--- config.mk ---
export PLATFORM = sky130hd
export DESIGN_NAME = cfgx_xlat
export DESIGN_NICKNAME = d
export VERILOG_FILES = /design/src/rtl/cfgx_pkg.sv /design/src/rtl/cfgx_decode.sv /design/src/rtl/cfgx_ctrl.sv /design/src/rtl/cfgx_xlat.sv
export SDC_FILE = /design/constraint.sdc
export NUM_CORES = 1
export LEC_CHECK = 0
export BUFFER_PORTS_ARGS = -buffer_cell sky130_fd_sc_hd__buf_4
export CAP_MARGIN = 40
export CORE_MARGIN = 5
export CORE_UTILIZATION = 38
export DETAILED_ROUTE_END_ITERATION = 6
export HOLD_SLACK_MARGIN = 0.08
export PLACE_DENSITY_LB_ADDON = 0.05
export SYNTH_ARGS = -nofsm -noshare
export SYNTH_HDL_FRONTEND = slang
export SYNTH_SLANG_ARGS = --single-unit
export TNS_END_PERCENT = 50
--- constraint.sdc ---
create_clock -name clk -period 3.75 [get_ports clk]
set_input_delay 0.5625 -clock clk [delete_from_list [all_inputs] [get_ports clk]]
set_output_delay 0.5625 -clock clk [all_outputs]
set_load 0.03 [all_outputs]
--- src/rtl/cfgx_pkg.sv ---
package cfgx_pkg;

  localparam int unsigned CFGX_AW = 32;
  localparam int unsigned CFGX_DW = 32;

  // transaction type encodings carried on the outbound side
  typedef enum logic [2:0] {
    KIND_MEM  = 3'd0,
    KIND_IO   = 3'd2,
    KIND_CFG0 = 3'd4,
    KIND_CFG1 = 3'd5
  } xact_kind_e;

  typedef enum logic [1:0] {
    ST_IDLE  = 2'd0,
    ST_ISSUE = 2'd1,
    ST_WAIT  = 2'd2,
    ST_RESP  = 2'd3
  } xlat_state_e;

  typedef struct packed {
    logic [CFGX_AW-1:0] addr;
    logic [CFGX_DW-1:0] target;
    xact_kind_e         kind;
    logic               is_local;
    logic               bad;
  } xlat_t;

endpackage

--- src/rtl/cfgx_decode.sv ---
module cfgx_decode #(
  parameter int unsigned BUS_W        = 8,
  parameter int unsigned DEV_W        = 5,
  parameter int unsigned FN_W         = 3,
  parameter int unsigned OFS_W        = 12,
  parameter int unsigned BUS0_MAX_DEV = 1,
  parameter int unsigned BUS1_MAX_DEV = 0,
  parameter logic [31:0] LOCAL_BASE   = 32'h01FF_C000,
  parameter logic [31:0] WIN_BASE     = 32'h01F0_0000
) (
  input  logic [BUS_W-1:0]    bus,
  input  logic [DEV_W-1:0]    dev,
  input  logic [FN_W-1:0]     fn,
  input  logic [OFS_W-1:0]    off,
  output cfgx_pkg::xlat_t     xl
);
  import cfgx_pkg::*;

  // target word layout: bus at the top, then device, then function
  localparam int unsigned TGT_BUS_LSB = CFGX_DW - BUS_W;
  localparam int unsigned TGT_DEV_LSB = TGT_BUS_LSB - DEV_W;
  localparam int unsigned TGT_FN_LSB  = TGT_DEV_LSB - FN_W;
  localparam logic [DEV_W-1:0] LIM0 = DEV_W'(BUS0_MAX_DEV);
  localparam logic [DEV_W-1:0] LIM1 = DEV_W'(BUS1_MAX_DEV);
  localparam logic [BUS_W-1:0] BUS_ONE = BUS_W'(1);

  logic [OFS_W-1:0]   off_al;
  logic               on_root;
  logic               on_first;

  always_comb begin
    off_al   = {off[OFS_W-1:2], 2'b00};
    on_root  = (bus == '0);
    on_first = (bus == BUS_ONE);

    xl.bad      = (on_root && (dev > LIM0)) || (on_first && (dev > LIM1));
    xl.is_local = on_root;
    xl.kind     = (on_root || on_first) ? KIND_CFG0 : KIND_CFG1;

    xl.target = '0;
    if (!on_root) begin
      xl.target[TGT_BUS_LSB +: BUS_W] = bus;
      xl.target[TGT_DEV_LSB +: DEV_W] = dev;
      xl.target[TGT_FN_LSB  +: FN_W]  = fn;
    end

    xl.addr = (on_root ? LOCAL_BASE : WIN_BASE) + CFGX_AW'(off_al);
  end

endmodule

--- src/rtl/cfgx_ctrl.sv ---
module cfgx_ctrl (
  input  logic                      clk,
  input  logic                      rst_n,
  input  logic                      req_valid,
  output logic                      req_ready,
  input  logic                      req_write,
  input  logic [cfgx_pkg::CFGX_DW-1:0] req_wdata,
  input  cfgx_pkg::xlat_t           xl,
  output logic                      rsp_valid,
  input  logic                      rsp_ready,
  output logic [cfgx_pkg::CFGX_DW-1:0] rsp_rdata,
  output logic                      rsp_err,
  output logic                      ob_valid,
  input  logic                      ob_ready,
  output logic [cfgx_pkg::CFGX_AW-1:0] ob_addr,
  output logic [2:0]                ob_kind,
  output logic [cfgx_pkg::CFGX_DW-1:0] ob_target,
  output logic                      ob_local,
  output logic                      ob_write,
  output logic [cfgx_pkg::CFGX_DW-1:0] ob_wdata,
  input  logic                      obr_valid,
  input  logic [cfgx_pkg::CFGX_DW-1:0] obr_data,
  input  logic                      obr_err
);
  import cfgx_pkg::*;

  xlat_state_e          state_q, state_d;
  logic                 ld_req, ld_rsp;
  logic [CFGX_AW-1:0]   addr_q;
  logic [CFGX_DW-1:0]   tgt_q, wdata_q, rdata_q, rdata_d;
  xact_kind_e           kind_q;
  logic                 local_q, wr_q, err_q, err_d;

  // next-state and response data
  always_comb begin
    state_d = state_q;
    ld_req  = 1'b0;
    ld_rsp  = 1'b0;
    rdata_d = rdata_q;
    err_d   = err_q;
    unique case (state_q)
      ST_IDLE: if (req_valid) begin
        ld_req  = 1'b1;
        ld_rsp  = 1'b1;
        rdata_d = '1;
        err_d   = xl.bad & req_write;
        state_d = xl.bad ? ST_RESP : ST_ISSUE;
      end
      ST_ISSUE: if (ob_ready) state_d = ST_WAIT;
      ST_WAIT: if (obr_valid) begin
        ld_rsp  = 1'b1;
        rdata_d = (wr_q || obr_err) ? '1 : obr_data;
        err_d   = obr_err;
        state_d = ST_RESP;
      end
      ST_RESP: if (rsp_ready) state_d = ST_IDLE;
      default: state_d = ST_IDLE;
    endcase
  end

  always_ff @(posedge clk or negedge rst_n) begin
    if (!rst_n) state_q <= ST_IDLE;
    else        state_q <= state_d;
  end

  // request capture, enabled on acceptance only
  always_ff @(posedge clk) begin
    if (ld_req) begin
      addr_q  <= xl.addr;
      tgt_q   <= xl.target;
      kind_q  <= xl.kind;
      local_q <= xl.is_local;
      wr_q    <= req_write;
      wdata_q <= req_wdata;
    end
  end

  // response capture
  always_ff @(posedge clk) begin
    if (ld_rsp) begin
      rdata_q <= rdata_d;
      err_q   <= err_d;
    end
  end

  assign req_ready = (state_q == ST_IDLE);
  assign ob_valid  = (state_q == ST_ISSUE);
  assign rsp_valid = (state_q == ST_RESP);
  assign ob_addr   = addr_q;
  assign ob_kind   = kind_q;
  assign ob_target = tgt_q;
  assign ob_local  = local_q;
  assign ob_write  = wr_q;
  assign ob_wdata  = wdata_q;
  assign rsp_rdata = rdata_q;
  assign rsp_err   = err_q;

endmodule

--- src/rtl/cfgx_xlat.sv ---
module cfgx_xlat #(
  parameter int unsigned BUS_W        = 8,
  parameter int unsigned DEV_W        = 5,
  parameter int unsigned FN_W         = 3,
  parameter int unsigned OFS_W        = 12,
  parameter int unsigned BUS0_MAX_DEV = 1,
  parameter int unsigned BUS1_MAX_DEV = 0,
  parameter logic [31:0] LOCAL_BASE   = 32'h01FF_C000,
  parameter logic [31:0] APER_BASE    = 32'h0100_0000,
  parameter logic [31:0] APER_SIZE    = 32'h0100_0000,
  parameter logic [31:0] WIN_SIZE     = 32'h0010_0000
) (
  input  logic               clk,
  input  logic               rst_n,
  input  logic               req_valid,
  output logic               req_ready,
  input  logic [BUS_W-1:0]   req_bus,
  input  logic [DEV_W-1:0]   req_dev,
  input  logic [FN_W-1:0]    req_fn,
  input  logic [OFS_W-1:0]   req_off,
  input  logic               req_write,
  input  logic [31:0]        req_wdata,
  output logic               rsp_valid,
  input  logic               rsp_ready,
  output logic [31:0]        rsp_rdata,
  output logic               rsp_err,
  output logic               ob_valid,
  input  logic               ob_ready,
  output logic [31:0]        ob_addr,
  output logic [2:0]         ob_kind,
  output logic [31:0]        ob_target,
  output logic               ob_local,
  output logic               ob_write,
  output logic [31:0]        ob_wdata,
  input  logic               obr_valid,
  input  logic [31:0]        obr_data,
  input  logic               obr_err
);
  // configuration window sits at the top of the aperture
  localparam logic [31:0] WIN_BASE = APER_BASE + APER_SIZE - WIN_SIZE;

  cfgx_pkg::xlat_t xl;

  cfgx_decode #(
    .BUS_W(BUS_W), .DEV_W(DEV_W), .FN_W(FN_W), .OFS_W(OFS_W),
    .BUS0_MAX_DEV(BUS0_MAX_DEV), .BUS1_MAX_DEV(BUS1_MAX_DEV),
    .LOCAL_BASE(LOCAL_BASE), .WIN_BASE(WIN_BASE)
  ) u_dec (
    .bus(req_bus), .dev(req_dev), .fn(req_fn), .off(req_off), .xl(xl)
  );

  cfgx_ctrl u_ctrl (
    .clk(clk), .rst_n(rst_n),
    .req_valid(req_valid), .req_ready(req_ready),
    .req_write(req_write), .req_wdata(req_wdata), .xl(xl),
    .rsp_valid(rsp_valid), .rsp_ready(rsp_ready),
    .rsp_rdata(rsp_rdata), .rsp_err(rsp_err),
    .ob_valid(ob_valid), .ob_ready(ob_ready), .ob_addr(ob_addr),
    .ob_kind(ob_kind), .ob_target(ob_target), .ob_local(ob_local),
    .ob_write(ob_write), .ob_wdata(ob_wdata),
    .obr_valid(obr_valid), .obr_data(obr_data), .obr_err(obr_err)
  );

endmodule

# [After elaboration in Yosys (flattened, before gate mapping)]
# Cells that the tools add are included.
[word_totals] ram_bits=0 rom_bits=0 latch_bits=0 wordCells=50 n_memories=0 reg_bits=120 in_bits=100
[op_classes] add_sub_neg=1 reduce_logical=10 div=0 n_mul=0 n_eq_ne=8 n_shift=0 n_mux=19 bitwise_logic=1 magnitude_cmp=2
[ops] operator="2-to-1 mux 32 bit" n=3
[ops] operator="one-hot mux 32 bit (2 select lines)" n=1
[ops] operator="adder 32 x 12 -> 32 bit" n=1
[ops] operator="2-to-1 mux 20 bit" n=1
[ops] operator="> comparator 5 x 1 -> 1 bit (second input constant)" n=2
[ops] operator="2-to-1 mux 2 bit" n=5
[ops] operator="equality test 8 x 1 -> 1 bit (second input constant)" n=1
[ops] operator="logical NOT 8 bit" n=1
[ops] operator="one-hot mux 2 bit (4 select lines)" n=1
[ops] operator="AND reduction 4 bit" n=2
[ops] operator="2-to-1 mux 1 bit" n=6
[ops] operator="equality test 2 bit (second input constant)" n=2
[ops] operator="!= test 2 x 1 -> 1 bit (second input constant)" n=2
[ops] operator="!= test 2 bit (second input constant)" n=2
[ops] operator="one-hot mux 1 bit (2 select lines)" n=2
[ops] operator="logical OR 1 bit" n=3
[ops] operator="equality test 2 x 1 -> 1 bit (second input constant)" n=1
[ops] operator="logical AND 1 bit" n=2
[ops] operator="logical NOT 2 bit" n=1
[ops] operator="nonzero test 2 bit" n=1
[ops] operator="bitwise AND 1 bit" n=1

# [Depth between registers and ports, before layout]
# Gate-level depths: netlist of run 1.
[logic_depth] depth_word=6 depth_mapped=5 mapped_depth_nobuf=5

# [Modules after synthesis]
# From an unflattened synthesis of run 1, not the netlist that was laid out.
[unflattened] hier_cells=273 area_unflattened_um2=5034.8
[by_module_without_submodules] module="cfgx_ctrl" area_per_inst_um2=4483.0 n_inst=1 cells_each=195
[by_module_without_submodules] module="cfgx_decode" area_per_inst_um2=551.8 n_inst=1 cells_each=78

# [Worst setup path after synthesis of run 1]
# No wires, ideal clock.
[synth_path] path_kind="register to register" from="register u_ctrl.state_q[0]" to="register u_ctrl.err_q (netlist: u_ctrl.rsp_err) (enable)" t_arrival_ns=3.310 path_buffers=0 required_ns=3.285 setup_slack_ns=-0.024 stages_incl_launch_ff=5 cell_sequence="dfrtp_1 > inv_1 > ha_1 > nor2b_1 > nor3_1"
[synth_between] elab_chain_cells=3 elab_cells_between_ends=7 classes_between="eq/ne: 3; mux: 1; reduce/logical: 3"
[synth_lines] element="start: declaration" line_no="cfgx_ctrl.sv:27" rtl="xlat_state_e state_q, state_d;"
[synth_lines] element="start signal: assignment" line_no="cfgx_ctrl.sv:63" rtl="else state_q <= state_d;"
[synth_lines] element="logical NOT 2 bit *"
[synth_lines] element="net req_ready" line_no="cfgx_xlat.sv:16" rtl="output logic req_ready,"
[synth_lines] element="one-hot mux 1 bit (2 select lines) (tied with other cells)" line_no="cfgx_ctrl.sv:41" rtl="unique case (state_q)"
[synth_lines] element="AND reduction 4 bit (no source line) *"
[synth_lines] element="end signal: assignment" line_no="cfgx_ctrl.sv:82" rtl="err_q <= err_d;"
[synth_lines] element="end: declaration" line_no="cfgx_ctrl.sv:32" rtl="logic local_q, wr_q, err_q, err_d;"
# Mark *: on every way through the listed nets, which the timed path passes. The rest lies on a longest branch.
# A chain may end at the register's enable or synchronous reset.

# [Worst setup path after layout of run 1]
[layout_path] from="register u_ctrl.state_q[1]" to="register u_ctrl.wdata_q[22] (netlist: u_ctrl.ob_wdata[22]) (enable)"
[layout_between] elab_chain_cells=2
[layout_lines] element="logical NOT 2 bit" line_no="cfgx_ctrl.sv:41"
[layout_lines] element="2-to-1 mux 1 bit" line_no="cfgx_ctrl.sv:41"
[layout_lines] element="end signal: assignment" line_no="cfgx_ctrl.sv:74" rtl="wdata_q <= req_wdata;"
[layout_lines] element="end: declaration" line_no="cfgx_ctrl.sv:30" rtl="logic [CFGX_DW-1:0] tgt_q, wdata_q, rdata_q, rdata_d;"
# Every way passes these cells.

==> qor.csv, run 1 <==
stage,metric,value,unit
yosys,synth_seq_area_share,0.770,
worst_setup_path,critPathTopFamily,buffers and inverters,
clock_tree,cts_hold_buf,1,
floorplan,dieArea,0.0119,sq mm
power,finalPower,3.27,mW
worst_hold_path,hold_class,in2reg,
clock_tree,clkLatencyLatePin,0.35,ns
final_layout,layout_commonest_cell,buf_4,
sta,period_share,0.523,
worst_setup_path,reg2reg_slack,1.79,ns
worst_hold_path,hold_path_end,u_ctrl.ob_wdata[23],
grt,track_usage,0.146,
sta,fmax,0.509,GHz
yosys,synth_cell_type_count,27,
clock_tree,clock_sinks,96,
place,port-buffer-count,200,
worst_setup_path,path_buf_inv,2,
yosys,synth_warnings,0,
place,placed_area,0.00521,sq mm
worst_setup_path,r2r-end,u_ctrl.ob_wdata[22],
final_layout,fin_nets,518,
place,dpl_worst_slack,1.79,ns
worst_setup_path,crit_fanout,61,
clock_tree,cts_buffers,9,
routing,wl_per_cell,16.6,microns
floorplan,die_w,109,microns
routing,drt_iter0_markers,90,
power,p_leak,2.13,nW
worst_hold_path,min_path_cells,1,
grt,grt_overflow,0,
routing,dr.pass1.iters,4,
clock_tree,path_clk_slew,0.09,ns
floorplan,num_rows,36,
routing,totalWireLength,9160,microns
clock_tree,cts_tree,built,
sta,fin_crit,1.96,ns
sta,worstMarginPinSlew,0.777,ns
status,run_status,"finished, final reports clean",
clock_tree,post_cts_buffers,0,
final_layout,layout_common_cells,"buf_4, edfxtp_1, conb_1",
power,irDropWorstVdd,0.593,mV
worst_setup_path,crit_path_start_kind,register,
clock_tree,postCtsResizedCells,0,
routing,vias,2326,
sta,maxSlewHeadroom,0.482,
routing,viasPerCell,4.22,
worst_setup_path,crit_chain,"inv_1, ha_1, and2_2, buf_4",
grt,antenna_found_initial,0,
grt,grt_max_degree,62,
place,routabilityCongestion,0.713,
clock_tree,htreeDepth,3,
grt,grt_pass1_vias,2342,
worst_setup_path,reg2reg_from,u_ctrl.state_q[1],
worst_setup_path,end_kind,register,
worst_setup_path,worstPathArrival,1.94,ns
flow_run,drv_cap,0,
place,dp_hpwl,7010,microns
sta,final.setup.tns,0,ns
worst_setup_path,crit_slowest_cell,buf_4,
final_layout,final_cell_area,0.00539,sq mm
sta,slew_viol_final,0,
grt,grt_pass1_wl,12800,microns
routing,drc,0,
final_layout,diodes,0,
yosys,ys_ff_latch,96,
worst_setup_path,reg2reg_depth,4,
final_layout,drive_above_1_share,0.531,
floorplan,start_util,0.385,
worst_setup_path,crit_type,reg2reg,
yosys,netlist_area,0.00373,sq mm
yosys,avgSynthCellArea,17.0,sq um
worst_setup_path,crit_required,3.73,ns
sta,rsz0062_at_grt,no,
floorplan,coreArea,0.00968,sq mm
final_layout,area_growth,44.6,%
final_layout,final_util,0.557,
worst_hold_path,holdCritStartpoint,req_wdata[23],
routing,ant_nets,0,
power,powerDensity,606,mW/mm^2
clock_tree,clockBufferDepth,2,
floorplan,die_h,109,microns
clock_tree,cts-root-buf,clkbuf_8,
sta,skew,0.00612,ns
sta,setup_viol,0,
yosys,syn_inst,219,
worst_setup_path,critPathMaxStageDelay,0.59,ns
floorplan,ios,237,
sta,hold_violations,0,
sta,setup_ws,1.79,ns
-- cell families after synthesis --
group,share of synthesized area
flops,0.770
simple gates,0.103
buf+inv,0.0966
compound gates,0.0124
fa+ha+maj,0.0134
other cells,0.00201
mux,0.00268
-- sequential cells by signal, indices dropped and copies added (netlist names) --
register and flops:
u_ctrl.ob_addr 11, u_ctrl.ob_kind 1, u_ctrl.ob_target 16, u_ctrl.ob_wdata 32, u_ctrl.ob_write 1, u_ctrl.rsp_err 1
u_ctrl.rsp_rdata 32, u_ctrl.state_q 2
-- per-layer routing --
layer	GRT usage	routed length, microns
met1	0.178	3370
met2	0.239	4700
met3	0.0456	913
met4	0.0649	170
met5	0	0
-- how the worst max path moves through the flow --
stage,startpoint,to,slack (ns),depth (start not counted)
after floorplan,u_ctrl.state_q[0],u_ctrl.ob_addr[10],0.92,3
after global placement,u_ctrl.state_q[1],u_ctrl.ob_wdata[18],1.80,4
after detailed placement,req_bus[1],u_ctrl.ob_target[16],1.79,4
after CTS,u_ctrl.state_q[1],u_ctrl.ob_wdata[22],1.77,4
after global routing,u_ctrl.state_q[1],u_ctrl.ob_wdata[5],1.62,4
final,u_ctrl.state_q[1],u_ctrl.ob_wdata[22],1.79,4
-- synthesized netlist by cell type --
| library cell | count | share of area |
|---|---|---|
| nor3_1 | 2 | 0.0027 |
| o2111ai_2 | 1 | 0.0040 |
| mux2i_1 | 1 | 0.0027 |
| edfxtp_1 | 94 | 0.76 |
| o41a_1 | 1 | 0.0030 |
| a31oi_1 | 1 | 0.0017 |
| nand2_1 | 2 | 0.0020 |
| nor2b_2 | 1 | 0.0023 |
| buf_2 | 3 | 0.0040 |
| ha_1 | 4 | 0.013 |
| nor2_1 | 1 | 0.0010 |
| inv_1 | 2 | 0.0020 |
| conb_1 | 2 | 0.0020 |
| dfrtp_1 | 2 | 0.013 |
| and2_1 | 1 | 0.0017 |
| buf_4 | 41 | 0.082 |
| or4_4 | 1 | 0.0030 |
| nor4_4 | 1 | 0.0057 |
| clkbuf_1 | 8 | 0.0080 |
| and3b_1 | 1 | 0.0023 |
| nor3b_2 | 1 | 0.0034 |
| nor4_2 | 1 | 0.0034 |
| nor2b_1 | 11 | 0.018 |
| nand2b_1 | 33 | 0.055 |
| o2111ai_1 | 1 | 0.0023 |
| o21ai_1 | 1 | 0.0013 |
| and2_0 | 1 | 0.0017 |
-- report_power, final --
| group | switching, mW | internal (mW) | leakage [nW] | total [mW] |
|---|---|---|---|---|
| Sequential | 0.0533 | 1.45 | 0.815 | 1.51 |
| Clock | 0.334 | 0.299 | 0.0849 | 0.633 |
| Combinational | 0.760 | 0.368 | 1.23 | 1.13 |
| Total | 1.15 | 2.12 | 2.13 | 3.27 |
-- stage by stage --
stage,instances,hold WS (ns)
final,551,0.385
after global routing,551,0.350
after CTS,551,0.363
after detailed placement,535,0.348
after global placement,535,0.347
after floorplan,251,0.267
-- area by class of cell --
type	instances	area [sq um]
inverter	2	7.51
clock inverter	5	48.8
tap	133	166
multi-input combinational	101	637
timing repair buffer	204	1530
fill	834	4290
clock buffer	10	128
sequential	96	2870
Power figures use the tool's default switching activity.
==> run 2: changes to the inputs <==
Settings changed: CORE_UTILIZATION 38 to 40.
Clock period 3.75 ns to 1.9 ns, I/O delays scaled along.
==> run 2 against run 1 <==
  * Critical path depth up 1
  * Register-to-register slack worse by 1.5 ns
  * Die area down 4.5%
  * Final cell count down 3.6%
  * Sequential cell count unchanged
  * Largest power group unchanged
==> qor.csv, run 2 (same netlist as run 1, synthesis figures left out) <==
stage,metric,value,unit
status,run_status,"finished, final reports clean",
clock_tree,post_cts_buffers,0,
power,p_clk_frac,0.190,
sta,fmax,0.630,GHz
worst_hold_path,hold_class,in2reg,
clock_tree,cts_tree,built,
floorplan,ios,237,
sta,rsz0062_at_grt,no,
worst_setup_path,worstPathArrival,1.63,ns
clock_tree,cts_buffers,9,
sta,setup_viol,0,
place,dp_hpwl,6950,microns
worst_setup_path,crit_path_start_kind,register,
floorplan,dieArea,0.0114,sq mm
flow_run,drv_cap,0,
final_layout,fin_nets,521,
grt,grt.met1_usage,0.169,
clock_tree,clockBufferDepth,2,
final_layout,fin_cells,531,
power,irDropWorstVdd,1.11,mV
power,p_switching,2.30,mW
clock_tree,htreeDepth,3,
worst_setup_path,reg2reg_slack,0.31,ns
clock_tree,cts_hold_buf,1,
sta,skew,0.00941,ns
sta,period_share,0.835,
routing,dr.pass1.iters,4,
grt,grt_use_met2,0.258,
routing,drc,0,
final_layout,layout_common_cells,"buf_4, edfxtp_1, conb_1",
grt,track_usage,0.146,
power,p_leak,2.16,nW
grt,grt_pass1_vias,2191,
grt,top_usage_layer,met2,
place,port-buffer-count,200,
grt,gr-usage-met3,0.0415,
final_layout,layout_commonest_cell,buf_4,
clock_tree,postCtsResizedCells,0,
final_layout,drive_above_1_share,0.557,
sta,setup_ws,0.313,ns
routing,wl_per_cell,16.6,microns
routing,vias,2310,
worst_setup_path,cp-startpoint,u_ctrl.state_q[0],
worst_setup_path,crit_chain,"inv_2, ha_2, nor2b_4, nor3_4, buf_12",
floorplan,num_rows,35,
sta,fin_crit,1.59,ns
grt,antenna_found_initial,0,
power,p_sw_frac,0.347,
floorplan,die_h,107,microns
floorplan,coreArea,0.00915,sq mm
worst_setup_path,end_kind,register,
worst_setup_path,crit_required,1.94,ns
clock_tree,clkLatencyLatePin,0.34,ns
routing,drt_iter0_markers,54,
grt,grt_pass1_wl,12600,microns
place,routabilityCongestion,0.710,
worst_setup_path,crit_slowest_cell,dfrtp_1,
worst_hold_path,holdCritStartpoint,req_wdata[14],
clock_tree,path_clk_slew,0.09,ns
place,dpl_worst_slack,0.286,ns
grt,grt_max_degree,62,
sta,hold_violations,0,
clock_tree,clock_sinks,96,
floorplan,start_util,0.408,
clock_tree,cts-root-buf,clkbuf_8,
power,combinationalPowerShare,0.361,
final_layout,area_growth,46.4,%
worst_setup_path,crit_fanout,33,
place,placed_cells,515,
power,powerDensity,1210,mW/mm^2
routing,viasPerCell,4.35,
routing,ant_nets,0,
routing,totalWireLength,8810,microns
power,p_int,4.32,mW
final_layout,diodes,0,
grt,grt_overflow,0,
floorplan,die_w,107,microns
worst_setup_path,crit_type,reg2reg,
final_layout,final_util,0.597,
worst_setup_path,critPathMaxStageDelay,0.40,ns
sta,slew_viol_final,0,
power,power.share.sequential,0.449,
worst_setup_path,reg2reg_from,u_ctrl.state_q[0],
-- run 2: changes by cell type in the layout (fill, tap and decap cells not counted), moves of 2 or more --
cell      previous run  this run
clkinv_1             3         0
buf_12               0         2
ha_1                 4         2
inv_1                2         0
inv_2                0         2
nor2b_1             11         9
nor2b_4              0         2
-- run 2: per-layer routing --
layer  vias to the layer above  part of all wire
met5                         -                 0
met4                         0             0.014
met3                        10             0.091
met2                       117              0.54
met1                      1100              0.36
li1                       1083                 -
-- run 2: stage by stage --
| stage | TNS [ns] | hold WS (ns) | power [mW] | cell area (sq um) |
|---|---|---|---|---|
| 6_report | 0 | 0.112 | 6.62 | 5460 |
| 5_1_grt | 0 | 0.0805 | 6.95 | 5460 |
| 4_1_cts | 0 | 0.0891 | 6.72 | 5450 |
| 3_5_place_dp | 0 | 0.0686 | 5.45 | 5260 |
| 3_3_place_gp | 0 | 0.0673 | 5.42 | 5260 |
| 2_1_floorplan | -4.73 | -0.0106 | 4.58 | 3900 |
-- run 2: area by class of cell --
type / count / area, sq um
Clock buffer: 9 / 124
Clock inverter: 5 / 58.8
Fill cell: 733 / 3690
Inverter: 2 / 7.51
Multi-Input combinational cell: 101 / 676
Sequential cell: 96 / 2870
Tap cell: 111 / 139
Timing Repair Buffer: 207 / 1580
-- run 2: final timing paths --
check / cells after the start / end
worst max-delay path: 5 / u_ctrl.rsp_rdata[17]
worst min-delay path: 1 / u_ctrl.ob_wdata[14]
worst max register to register: 5 / u_ctrl.rsp_rdata[17]
worst min register to register: 2 / u_ctrl.state_q[0]
max in group asynchronous: 2 / u_ctrl.state_q[1]
min in group asynchronous: 2 / u_ctrl.state_q[0]
-- run 2: critical path, delay by kind of cell, from the launching register on --
| kind | cells | cell delay, ns |
|---|---|---|
| fa+ha+maj | 1 | 0.23 |
| simple gates | 2 | 0.34 |
| flops | 1 | 0.40 |
| buf+inv | 2 | 0.30 |
-- run 2: power by group through the flow --
stage | Combinational (mW) | Sequential [mW] | Clock (mW)
after floorplan | 0.980 | 3.60 | 0
after global placement | 2.41 | 3.01 | 0
after detailed placement | 2.42 | 3.03 | 0
after CTS | 2.43 | 2.98 | 1.31
after global routing | 2.54 | 3.01 | 1.40
final | 2.39 | 2.97 | 1.26
==> run 3: changes to the inputs <==
Settings changed: CORE_UTILIZATION 40 to 38.
Clock period 1.9 ns to 1.4 ns, I/O delays scaled along.
==> run 3 against run 2 <==
  * The run now ends with setup timing left
  * Worst hold slack got worse by 0.0035 ns
  * Largest cell class unchanged
  * Utilization increased by 4.2 points
  * Sequential share of layout area fell by 6.2 points
  * Combinational power grew 61%
  * Largest power group unchanged
==> qor.csv, run 3 (same netlist as run 1, synthesis figures left out) <==
stage,metric,value,unit
status,run_status,finished with violations,
status,violations,setup timing,
worst_setup_path,reg2reg_from,u_ctrl.state_q[0],
final_layout,layout_commonest_cell,buf_4,
grt,track_usage,0.158,
worst_setup_path,crit_path_start_kind,register,
power,combinationalPowerShare,0.408,
place,port-buffer-count,200,
worst_setup_path,crit_type,reg2reg,
final_layout,diodes,0,
routing,wl_per_cell,15.7,microns
clock_tree,cts_buffers,9,
clock_tree,htreeDepth,3,
power,powerDensity,1520,mW/mm^2
worst_setup_path,critPathMaxStageDelay,0.38,ns
floorplan,coreArea,0.00968,sq mm
floorplan,start_util,0.385,
grt,antenna_found_initial,0,
routing,viasPerCell,4.11,
worst_setup_path,end_kind,register,
power,p_switching,3.28,mW
grt,grt_max_degree,34,
final_layout,fin_nets,585,
routing,drc,0,
final_layout,fillers,747,
place,routabilityCongestion,0.687,
grt,grt_pass1_vias,2588,
routing,dr.pass1.iters,4,
sta,period_share,1.10,
final_layout,final_util,0.639,
worst_setup_path,crit_fanout,33,
clock_tree,clockBufferDepth,2,
final_layout,multi_input_area,713,sq um
routing,vias,2543,
clock_tree,clkLatencyLatePin,0.35,ns
final_layout,final_cell_area,0.00619,sq mm
worst_setup_path,worstPathArrival,1.59,ns
sta,setup_ws,-0.143,ns
routing,ant_nets,0,
sta,slew_viol_final,0,
grt,grt_pass1_wl,13800,microns
sta,setup_viol,131,
power,p_sw_frac,0.349,
worst_setup_path,crit_slowest_cell,dfrtp_1,
sta,fin_crit,1.54,ns
power,irDropWorstVdd,1.51,mV
clock_tree,cts_tree,built,
floorplan,die_w,109,microns
routing,totalWireLength,9750,microns
floorplan,num_rows,36,
worst_setup_path,cp-startpoint,u_ctrl.state_q[0],
place,dp_hpwl,7220,microns
final_layout,drive_above_1_share,0.514,
power,power.share.sequential,0.428,
floorplan,ios,237,
worst_hold_path,holdCritStartpoint,obr_data[19],
clock_tree,path_clk_slew,0.09,ns
power,p_int,6.13,mW
power,p_leak,2.45,nW
floorplan,die_h,109,microns
grt,grt_overflow,0,
worst_hold_path,hold_class,in2reg,
final_layout,layout_common_cells,"buf_4, edfxtp_1, dlygate4sd3_1",
final_layout,area_growth,65.9,%
routing,drt_iter0_markers,74,
clock_tree,cts-root-buf,clkbuf_8,
flow_run,drv_cap,0,
floorplan,dieArea,0.0119,sq mm
clock_tree,clock_sinks,96,
place,placed_area,0.00543,sq mm
worst_setup_path,path_buf_inv,2,
final_layout,seqCellArea,0.00287,sq mm
worst_setup_path,critPathTopFamily,flip-flops,
sta,hold_violations,0,
power,p_clk_frac,0.164,
worst_setup_path,crit_chain,"inv_2, ha_2, nor2b_4, nor3_4, buf_12",
sta,rsz0062_at_grt,yes,
sta,skew,0.00780,ns
sta,fmax,0.648,GHz
worst_setup_path,crit_required,1.45,ns
run 3: per-layer routing:
metal | up-vias | global-route usage | part of all wire
met4 | 0 | 0.0703 | 0.018
met1 | 1184 | 0.166 | 0.36
li1 | 1219 | - | -
met5 | - | 0 | 0
met2 | 128 | 0.279 | 0.52
met3 | 12 | 0.0586 | 0.10
run 3: metrics by stage:
step                      setup slack, ns  hold slack (ns)  TNS, ns  std cells  total power, mW
after floorplan                    -0.643          -0.0856   -38.53        251             6.21
after global placement             -0.114         -0.00719    -5.98        549             7.61
after detailed placement           -0.124         -0.00705    -6.94        549             7.66
after CTS                          -0.155           0.0858   -16.09        619             9.54
after global routing               -0.193           0.0951   -21.87        619             9.88
final                              -0.143            0.109   -13.15        619             9.41
run 3: final timing paths:
kind / endpoint / slack (ns) / cells past startpoint
min reg2reg: u_ctrl.state_q[0] / 0.60 / 2
max reg2reg: u_ctrl.rsp_rdata[22] / -0.14 / 5
max: u_ctrl.rsp_rdata[22] / -0.14 / 5
min: u_ctrl.rsp_rdata[19] / 0.11 / 2
max in group asynchronous: u_ctrl.state_q[1] / 1.15 / 2
min in group asynchronous: u_ctrl.state_q[0] / 0.16 / 2
run 3: cell type report:
type,count,share of cell area
clock inverters,4,0.00344
repair buffers,271,0.367
multi-input cells,101,0.115
well taps,133,0.0269
inverters,2,0.00121
clock buffers,12,0.0218
flip-flops and latches,96,0.464
run 3: what timing repair did:
item                                    CTS  global route
hold endpoints to repair                 53             0
pin swaps                                 1             0
resized for setup                        15             1
gates cloned                              0             0
endpoints found under the setup margin  111           140
setup buffers                             2             0
hold buffers                             52             0
run 3: worst register-to-register path, delay by kind of cell, from the launching register on:
kind | cells | cell delay [ns]
buffers and inverters | 2 | 0.30
flip-flops | 1 | 0.38
AND/OR/NAND/NOR | 2 | 0.34
adder cells (fa/ha/maj) | 1 | 0.22
run 3: power by group through the flow:
stage / combinational [mW] / sequential (mW) / clock [mW]
after global routing: 4.09 / 4.08 / 1.71
after floorplan: 1.33 / 4.88 / 0
after global placement: 3.53 / 4.08 / 0
final: 3.84 / 4.03 / 1.54
after detailed placement: 3.56 / 4.10 / 0
after CTS: 3.89 / 4.04 / 1.62
